**src/rtl/dip_pkg.sv**
```systemverilog
package dip_pkg;

  localparam int CLS_W  = 3;
  localparam int FP_LEN = 3;

  typedef enum logic [CLS_W-1:0] {
    C_DEF  = 3'd0,
    C_BR   = 3'd1,
    C_LS1  = 3'd2,
    C_LS2  = 3'd3,
    C_MUL1 = 3'd4,
    C_MUL2 = 3'd5,
    C_MUL3 = 3'd6,
    C_DEF7 = 3'd7
  } cls_e;

  typedef struct packed {
    logic br;
    logic ls;
    logic p1;
    logic p0;
  } res_t;

  typedef res_t [FP_LEN-1:0] foot_t;

  function automatic logic is_flex(cls_e c);
    return (c == C_DEF) || (c == C_DEF7) || (c == C_BR) || (c == C_LS1);
  endfunction

  function automatic logic is_ls(cls_e c);
    return (c == C_LS1) || (c == C_LS2);
  endfunction

  // Resources claimed per cycle offset; sel picks the pipe of a flexible class.
  function automatic foot_t class_foot(cls_e c, logic sel);
    foot_t f;
    f = '0;
    case (c)
      C_BR: begin
        f[0].br = 1'b1;
        f[0].p0 = ~sel;
        f[0].p1 = sel;
      end
      C_LS1: begin
        f[0].ls = 1'b1;
        f[0].p0 = ~sel;
        f[0].p1 = sel;
      end
      C_LS2: begin
        f[0].ls = 1'b1; f[0].p0 = 1'b1; f[0].p1 = 1'b1;
        f[1].ls = 1'b1; f[1].p0 = 1'b1;
      end
      C_MUL1: f[0].p0 = 1'b1;
      C_MUL2: begin
        f[0].p0 = 1'b1; f[0].p1 = 1'b1;
        f[1].p0 = 1'b1;
      end
      C_MUL3: begin
        f[0].p0 = 1'b1; f[0].p1 = 1'b1;
        f[1].p0 = 1'b1; f[1].p1 = 1'b1;
        f[2].p0 = 1'b1;
      end
      default: begin
        f[0].p0 = ~sel;
        f[0].p1 = sel;
      end
    endcase
    return f;
  endfunction

  function automatic logic foot_clash(foot_t a, foot_t b);
    return |(a & b);
  endfunction

endpackage

```
**src/rtl/dip_resv_table.sv**
```systemverilog
module dip_resv_table
  import dip_pkg::*;
#(
  parameter int DEPTH = 3
) (
  input  logic  clk,
  input  logic  rst,
  input  foot_t claim,
  output foot_t busy
);

  localparam int LAST = DEPTH - 1;

  res_t tbl [DEPTH];
  res_t nxt [DEPTH];

  // Entry k holds claims for k cycles ahead; everything moves down one per clock.
  for (genvar k = 0; k < DEPTH; k++) begin : g_ent
    res_t upper;
    res_t incoming;
    if (k < LAST) begin : g_up
      assign upper = tbl[k+1];
    end else begin : g_top
      assign upper = '0;
    end
    if (k + 1 < FP_LEN) begin : g_in
      assign incoming = claim[k+1];
    end else begin : g_noin
      assign incoming = '0;
    end
    assign nxt[k] = upper | incoming;
  end

  always_ff @(posedge clk) begin
    if (rst) begin
      for (int i = 0; i < DEPTH; i++) tbl[i] <= '0;
    end else begin
      tbl <= nxt;
    end
  end

  for (genvar k = 0; k < FP_LEN; k++) begin : g_busy
    if (k < DEPTH) begin : g_have
      assign busy[k] = tbl[k];
    end else begin : g_none
      assign busy[k] = '0;
    end
  end

endmodule

```
**src/rtl/dip_slot_picker.sv**
```systemverilog
module dip_slot_picker
  import dip_pkg::*;
(
  input  logic             valid,
  input  logic [CLS_W-1:0] cls,
  input  logic             allow,
  input  foot_t            busy,
  output logic             grant,
  output logic             pipe,
  output foot_t            foot
);

  cls_e  c;
  foot_t fa;
  foot_t fb;
  logic  ok_a;
  logic  ok_b;

  assign c    = cls_e'(cls);
  assign fa   = class_foot(c, 1'b0);
  assign fb   = class_foot(c, 1'b1);
  assign ok_a = ~foot_clash(fa, busy);
  assign ok_b = is_flex(c) & ~foot_clash(fb, busy);

  assign grant = valid & allow & (ok_a | ok_b);
  assign pipe  = ~ok_a & ok_b;
  assign foot  = grant ? (ok_a ? fa : fb) : '0;

endmodule

```
**src/rtl/dip_issue_arbiter.sv**
```systemverilog
module dip_issue_arbiter
  import dip_pkg::*;
#(
  parameter int DEPTH = 3
) (
  input  logic             clk,
  input  logic             rst,
  input  logic             s0_valid,
  input  logic [CLS_W-1:0] s0_class,
  input  logic             s1_valid,
  input  logic [CLS_W-1:0] s1_class,
  output logic             s0_grant,
  output logic             s0_pipe,
  output logic             s1_grant,
  output logic             s1_pipe,
  output logic             stall
);

  foot_t busy0;
  foot_t busy1;
  foot_t foot0;
  foot_t foot1;
  foot_t claim;

  dip_resv_table #(.DEPTH(DEPTH)) u_tbl (
    .clk   (clk),
    .rst   (rst),
    .claim (claim),
    .busy  (busy0)
  );

  dip_slot_picker u_old (
    .valid (s0_valid),
    .cls   (s0_class),
    .allow (~rst),
    .busy  (busy0),
    .grant (s0_grant),
    .pipe  (s0_pipe),
    .foot  (foot0)
  );

  // The younger slot sees the older slot's claims as already taken.
  assign busy1 = busy0 | foot0;

  dip_slot_picker u_young (
    .valid (s1_valid),
    .cls   (s1_class),
    .allow (s0_grant),
    .busy  (busy1),
    .grant (s1_grant),
    .pipe  (s1_pipe),
    .foot  (foot1)
  );

  assign claim = foot0 | foot1;
  assign stall = (s0_valid & ~s0_grant) | (s1_valid & ~s1_grant);

  // Named events for the checks below
  logic both_ls;
  logic both_br;
  logic m1_issue;
  logic m2_issue;
  logic m3_issue;
  logic pipe0_used;

  assign both_ls    = s0_grant & s1_grant & is_ls(cls_e'(s0_class)) & is_ls(cls_e'(s1_class));
  assign both_br    = s0_grant & s1_grant & (s0_class == C_BR) & (s1_class == C_BR);
  assign m1_issue   = (s0_grant & (s0_class == C_MUL1)) | (s1_grant & (s1_class == C_MUL1));
  assign m2_issue   = s0_grant & (s0_class == C_MUL2);
  assign m3_issue   = s0_grant & (s0_class == C_MUL3);
  assign pipe0_used = (s0_grant & ~s0_pipe) | (s1_grant & ~s1_pipe);

  assert_one_ls_R2: assert property (@(posedge clk) disable iff (rst) !both_ls);
  assert_one_br_R3: assert property (@(posedge clk) disable iff (rst) !both_br);
  assert_mul1_pipe0_R4: assert property (@(posedge clk) disable iff (rst)
    (s0_grant && s0_class == C_MUL1) |-> !s0_pipe);
  assert_mul1_slot1_R4: assert property (@(posedge clk) disable iff (rst)
    (s1_grant && s1_class == C_MUL1) |-> !s1_pipe);
  assert_mul2_tail_R6: assert property (@(posedge clk) disable iff (rst)
    m2_issue |=> !pipe0_used);
  assert_mul3_hold_R7: assert property (@(posedge clk) disable iff (rst)
    m3_issue |=> (!s0_grant && !s1_grant));
  assert_in_order_R8: assert property (@(posedge clk) disable iff (rst)
    s1_grant |-> (s0_grant && s0_valid));
  assert_split_pipes_R9: assert property (@(posedge clk) disable iff (rst)
    (s0_grant && s1_grant) |-> (s0_pipe != s1_pipe));
  assert_no_dual_m1_R4: assert property (@(posedge clk) disable iff (rst)
    m1_issue |-> !(s0_grant && s1_grant && s0_class == C_MUL1 && s1_class == C_MUL1));

endmodule

```
**config.mk**
```make
export PLATFORM = sky130hd
export DESIGN_NAME = dip_issue_arbiter
export DESIGN_NICKNAME = d
export VERILOG_FILES = /design/src/rtl/dip_pkg.sv /design/src/rtl/dip_resv_table.sv /design/src/rtl/dip_slot_picker.sv /design/src/rtl/dip_issue_arbiter.sv
export SDC_FILE = /design/constraint.sdc
export NUM_CORES = 1
export LEC_CHECK = 0
export ABC_AREA = 1
export BUFFER_PORTS_ARGS = -buffer_cell sky130_fd_sc_hd__buf_2
export CAP_MARGIN = 20
export CORE_AREA = 2 2 39 41
export DETAILED_ROUTE_END_ITERATION = 10
export DIE_AREA = 0 0 41 43
export GPL_TIMING_DRIVEN = 1
export PLACE_DENSITY = 0.56
export SKIP_CTS_REPAIR_TIMING = 1
export SLEW_MARGIN = 40
export SYNTH_ARGS = -nofsm -noshare
export SYNTH_HDL_FRONTEND = slang
export SYNTH_SLANG_ARGS = --single-unit
```
**constraint.sdc**
```tcl
create_clock -name clk -period 1.6 [get_ports clk]
set_input_delay 0.24 -clock clk [delete_from_list [all_inputs] [get_ports clk]]
set_output_delay 0.24 -clock clk [all_outputs]
set_load 0.03 [all_outputs]
```
==> metrics, run 1 <==
element type at the critical path start=flip-flop; Cells after Synth=78; GRT Total Usage=15.2%; CTS H-tree lvls=1; max cap viols=0; Non-Filler Instances=126; outcome=finished, violations left; post-synthesis area per instance=5.58 µm²; DPL Wire Length=963 µm; unrepaired setup endpoints after global routing=true; Worst Path Arrival=1.64 ns; Final Hold Viols=0; area of the multi-input gates=364 µm²; initial antenna violation count=0; Slew headroom=86.2%; met2 Use GR=24.1%; met3 Use GR=0%; Hold Crit Start=rst; insertion delay to the later sink of the worst-skew pair=0.23 ns; worst min-delay path class=in -> reg; area of the core=0.00138 mm²; Die W=41 µm; period utilization=118%; layout cells sized above 1=55.5%; f_max=0.532 GHz; Seq/Total Area, Yosys=13.8%; max FFs per register=3; Worst Setup Path Type=reg -> out; met1 Track Usage GR=19.9%; Req. time, crit path=1.36 ns; number of placed cells counting well taps=122; Synth Warn #=0; gpl congestion=0.785; Reg clk slew, reported paths=0.04 ns; PortBufs=14; Lkg Pwr=0.404 nW; Fillers=148; routed wire length=1110 µm; Worst Skew=0.00131 ns; Yosys top cell by area=nand2_1; most frequent cells after synthesis=23 x nand2_1, 13 x inv_1, 9 x nor2_1; PwrDens=511 mW/mm²; root buffer cell=clkbuf_4; DR WL/cell=8.82 µm; Post-Syn Nets=88; busiest grt layer=met2; Residual DRC=0; Reg area=62.6 µm²; fin crit period=1.88 ns; 1st-pass router iterations=2; Worst Reg-to-Reg Cells=9; Critical Path Source=u_tbl.busy[2]; initial cell density of the core=31.5%; Die H=43 µm; number of flops mapped to enable cells by yosys=0; CTS tree=built; CTS Buf Count=3; synthesis-stage register bit count=3; PnR worst setup slack=-0.281 ns; area delta synth->final=75.9%; pre-CTS setup slack=-0.404 ns; Worst setup EP type=output port; Synth top area share=19.8%; Final Max Slew Viols=0; top_reg_cell synth=dfxtp_1; post-route ant nets=0; Max FO, Critical Path=4; ANT cells=0; routed vias/inst=4.31; area of the mapped netlist=435 µm²; count of cell types in the netlist=19; WHS Path Cells=2; vias in the first global route=493; most numerous cell in the Yosys netlist=nand2_1; row cnt=14; first-pass GRT wire length=1890 µm; grt total ovfl=0; Max VDD drop=0.000164 V; via count=543; Die ar.=0.00176 mm²; core occupancy in the finished layout=55.3%; largest net degree at the start of global routing=6; nets=121; io pins=15; final setup vio count=3; synth top area cells=nand2_1 20%, dfxtp_1 14%, inv_1 11%, nand3_2 9.2%, nand2_2 8.6%; failing checks=setup timing; fraction of registers with async set/reset=0%; FF-to-FF Start=u_tbl.busy[2]; 1st-iter DRT viols=5; clock buffer depth=2; Slew @ Worst Pin=0.206 ns; clock sinks=3
## through the flow
stage	setup TNS [ns]	instance area [µm²]	total power [mW]	hold slack [ns]
final	-0.748	766	0.391	0.173
after global routing	-1.08	766	0.428	0.168
after CTS	-1.07	726	0.387	0.170
after detailed placement	-1.05	699	0.247	0.424
after global placement	-0.971	699	0.244	0.417
after floorplan	-0.236	504	0.176	0.309
## kinds of logic (layout without fill, tap and decap cells)
| logic type | after synthesis | count (layout) | synth area share, % |
|---|---|---|---|
| buf+inv | 17 | 49 | 14.9 |
| simple gates | 51 | 51 | 59.8 |
| compound gates | 7 | 7 | 11.5 |
| flops | 3 | 3 | 13.8 |
## cell type report
cell class	instances	share of cell area [%]
Clock buffer	4	3.43
Inverter	17	11.1
Multi-Input combinational cell	58	47.5
Sequential cell	3	8.17
Tap cell	16	2.61
Timing Repair Buffer	28	27.1
## final timing paths
| path | to | slack (ns) |
|---|---|---|
| worst max-delay path | s1_pipe | -0.28 |
| worst min-delay path | u_tbl.busy[0] | 0.17 |
| worst min register to register | u_tbl.busy[0] | 0.62 |
| worst max register to register | u_tbl.busy[2] | 0.38 |
## critical path, stage by stage, from the launching register on
cell and delay [ns]:
dfxtp_2 0.33, nand2_2 0.07, nand2_2 0.07, inv_2 0.04
nand2_4 0.09, a21oi_1 0.08, nand2_2 0.08, nand4_1 0.13
buf_4 0.18, nor3b_4 0.19, buf_6 0.15
## routing by layer
metal,vias to the layer above,part of all wire [%]
li1,305,-
met1,233,45
met2,5,54
met3,0,1.2
met4,0,0
met5,-,0
## report_power, final
group	total (mW)	switching [mW]	leakage, nW	internal [mW]
clock network	0.132	0.0385	0.0150	0.0934
registers	0.0783	0.00110	0.0253	0.0772
logic	0.181	0.0990	0.364	0.0818
total	0.391	0.139	0.404	0.252
## cells in the final DEF, fill, tap and decap left out, types with 2 or more instances in the layout
| master | count |
|---|---|
| a21oi_1 | 3 |
| buf_2 | 7 |
| buf_4 | 17 |
| buf_6 | 4 |
| clkbuf_4 | 3 |
| dfxtp_2 | 2 |
| inv_1 | 11 |
| inv_2 | 2 |
| nand2_1 | 17 |
| nand2_2 | 11 |
| nand2_4 | 2 |
| nand3_1 | 2 |
| nand3_2 | 3 |
| nand3_4 | 2 |
| nand4_1 | 2 |
| nor2_1 | 8 |
(Power assumes the default switching activity.)
==> run 2, diff against run 1 <==
--- a/config.mk
+++ b/config.mk
@@ -8,13 +8,15 @@
 export ABC_AREA = 1
 export BUFFER_PORTS_ARGS = -buffer_cell sky130_fd_sc_hd__buf_2
 export CAP_MARGIN = 20
-export CORE_AREA = 2 2 39 41
+export CORE_MARGIN = 2
+export CORE_UTILIZATION = 42
 export DETAILED_ROUTE_END_ITERATION = 10
-export DIE_AREA = 0 0 41 43
 export GPL_TIMING_DRIVEN = 1
-export PLACE_DENSITY = 0.56
+export PLACE_DENSITY = 0.62
+export REMOVE_ABC_BUFFERS = 1
 export SKIP_CTS_REPAIR_TIMING = 1
 export SLEW_MARGIN = 40
 export SYNTH_ARGS = -nofsm -noshare
 export SYNTH_HDL_FRONTEND = slang
+export SYNTH_HIERARCHICAL = 1
 export SYNTH_SLANG_ARGS = --single-unit
==> run 2 against run 1 <==
  * Critical endpoint is now stall
  * Largest cell class unchanged
  * The flow still finishes with violations (setup timing)
  * Total power grew 75%
  * Cell area up 57%
  * Register-to-register slack lost 1.1 ns
  * Maximum frequency fell by 23%
  * Setup slack worse by 0.58 ns
  * Flip-flop and latch count is 5 higher
  * Die area rose by 42%
  * Combinational power up 73%
  * Hold slack improved by 0.13 ns
  * Area after synthesis up 100%
  * Wire length increased by 72%
==> metrics, run 2 <==
hold path endpoint=u_tbl/busy[3] (was u_tbl.busy[0]); period utilization=154% (was 118%); Combinational Power Share=45.7% (was 46.2%); worst min-delay path class=in -> reg (unchanged); clock sinks=8 (was 3); Req. time, crit path=1.36 ns (about the same); PwrDens=569 mW/mm² (was 511 mW/mm²); commonest non-fill, non-tap cell in the layout=buf_4; area of the core=0.00198 mm² (was 0.00138 mm²); fin crit period=2.46 ns (was 1.88 ns); layout cells sized above 1=41.3% (was 55.5%); most frequent cells in the layout=31 x buf_4, 21 x inv_1, 21 x nor2_1 (was 17 x nand2_1, 17 x buf_4, 11 x nand2_2, 11 x inv_1, 8 x nor2_1); Worst Path Arrival=2.22 ns (was 1.64 ns); Worst Skew=0.00371 ns (was 0.00131 ns); GRT Total Usage=16.8% (was 15.2%); max cap viols=0 (unchanged); clock buffer depth=2 (unchanged); element type at the critical path start=input pin (was flip-flop); nets=196 (was 121); CP peak stage delay=0.25 ns (was 0.33 ns); slowest CP cell=o21a_1 (was dfxtp_2); DPL Wire Length=1570 µm (was 963 µm); area delta synth->final=35.1% (was 75.9%); CTS tree=built (unchanged); io pins=15 (unchanged); gpl congestion=0.806 (was 0.785); WHS Path Cells=3 (was 2); grt total ovfl=0 (unchanged); cell-internal power=0.448 mW (was 0.252 mW); pre-CTS setup slack=-0.896 ns (was -0.404 ns); post-route ant nets=0 (unchanged); Worst Reg-to-Reg Cells=18 (was 9); root buffer cell=clkbuf_4 (unchanged); Residual DRC=0 (unchanged); Lkg Pwr=0.685 nW (was 0.404 nW); net load switching power=0.237 mW (was 0.139 mW); Worst setup EP type=output port (unchanged); Power Total=0.685 mW (was 0.391 mW); Die ar.=0.00251 mm² (was 0.00176 mm²); Max VDD drop=0.000413 V (was 0.000164 V); first-pass GRT wire length=3220 µm (was 1890 µm); sw frac=34.5% (was 35.4%); FF-to-FF Start=u_tbl/busy[5] (was u_tbl.busy[2]); 1st-pass router iterations=4 (was 2); initial cell density of the core=44.9% (was 31.5%); setup slack, reg-to-reg=-0.70 ns (was 0.38 ns); largest net degree at the start of global routing=9 (was 6); outcome=finished, violations left (unchanged); Worst Setup Path Type=in -> out (was reg -> out); post-synthesis area per instance=6.14 µm² (was 5.58 µm²); f_max=0.407 GHz (was 0.532 GHz); Final Hold Viols=0 (unchanged); via count=942 (was 543); worst-path cell chain=buf_2 -> inv_2 -> nand3_1 -> o21a_1 -> nand2_2 -> nand2_2 -> nand2_4 -> nor2_1 -> or2_1 -> nand3_1 -> o21a_1 -> nand3_2 -> nand2_2 -> nand2_4 -> inv_2 -> inv_2 -> nand2_2 -> nand2_2 -> buf_6 (was nand2_2 -> nand2_2 -> inv_2 -> nand2_4 -> a21oi_1 -> nand2_2 -> nand4_1 -> buf_4 -> nor3b_4 -> buf_6); Reg power frac=31.9% (was 20.0%); Max FO, Critical Path=7 (was 4); Cells after Synth=145 (was 78); Die H=50.1 µm (was 43 µm); CTS Buf Count=3 (unchanged); max FFs per register=8 (was 3); PortBufs=14 (unchanged); Hold Crit Start=rst (unchanged); vias in the first global route=872 (was 493); routed vias/inst=4.46 (was 4.31); ANT cells=0 (unchanged); Final Max Slew Viols=0 (unchanged); initial antenna violation count=0 (unchanged); insertion delay to the later sink of the worst-skew pair=0.25 ns (was 0.23 ns); Clk pwr share=22.4% (was 33.7%); 1st-iter DRT viols=12 (was 5); Fillers=200 (was 148); unrepaired setup endpoints after global routing=true (unchanged); failing checks=setup timing (unchanged); area of the mapped netlist=891 µm² (was 435 µm²); Die W=50.1 µm (was 41 µm); routed wire length=1910 µm (was 1110 µm); Reg clk slew, reported paths=0.05 ns (was 0.04 ns); CP top delay family=simple AND/OR/NAND/NOR gates (unchanged); CTS H-tree lvls=1 (unchanged); WP buf/inv=5 (was 3); Synth Warn #=6 (was 0); total stage count of the critical path=19 (was 10); R2R Path End=u_tbl/busy[1] (was u_tbl.busy[2]); cell mode on critical path=nand2_2 (unchanged); row cnt=16 (was 14); DR WL/cell=9.07 µm (was 8.82 µm); final setup vio count=9 (was 3); PnR worst setup slack=-0.857 ns (was -0.281 ns)
[run 2: cell count changes in the layout (fill, tap and decap cells not counted), moves of 5 or more]
cell / previous run / this run
or2_1: 0 / 16
nand2_1: 17 / 12
nand4_1: 2 / 7
nand2_2: 11 / 6
conb_1: 0 / 9
nor2_1: 8 / 21
inv_1: 11 / 21
nand3_1: 2 / 14
buf_4: 17 / 31
[run 2: tightest hold or removal path, cell delays in order]
cell    delay, ns
buf_2        0.09
buf_4        0.14
nor2_1       0.05
[run 2: metal layers]
layer  GRT usage, %  routed length (µm)  vias up
li1               -                   -      503
met2           31.6                 962       15
met4           9.72                  30        0
met5              0                   0        -
met1           18.3                 842      421
met3          0.909                  77        3
[run 2: worst max path at each step]
stage                   from  slack, ns       endpoint
2_1_floorplan    s0_class[1]      -0.74          stall
3_3_place_gp     s0_class[1]      -0.84  u_tbl/busy[2]
3_5_place_dp     s0_class[2]      -0.90          stall
4_1_cts        u_tbl/busy[3]      -0.95          stall
5_1_grt        u_tbl/busy[5]      -1.02          stall
6_report         s0_class[2]      -0.86          stall
[run 2: final cells by class]
class	instances	area [µm²]	area share (%)
timing repair buffer	44	325	27.0
sequential	8	164	13.6
multi-input combinational	103	561	46.6
inverter	26	97.6	8.11
clock buffer	3	22.5	1.87
tap	27	33.8	2.81
[run 2: power by group through the flow]
stage / Sequential (mW) / Combinational (mW) / Clock, mW
global placement: 0.221 / 0.270 / 0
finish: 0.218 / 0.313 / 0.153
floorplan: 0.220 / 0.154 / 0
CTS: 0.217 / 0.277 / 0.165
detailed placement: 0.221 / 0.276 / 0
global route: 0.220 / 0.347 / 0.177
[run 2: metrics by stage]
step	setup TNS (ns)	cell area [µm²]	std cells	hold WS [ns]	utilization [%]
2_1_floorplan	-2.93	790	137	0.311	-
3_3_place_gp	-5.75	1110	205	0.431	55.9
3_5_place_dp	-6.19	1110	205	0.460	55.9
4_1_cts	-5.67	1130	208	0.292	57.1
5_1_grt	-6.71	1200	211	0.308	60.7
6_report	-5.45	1200	211	0.304	60.7
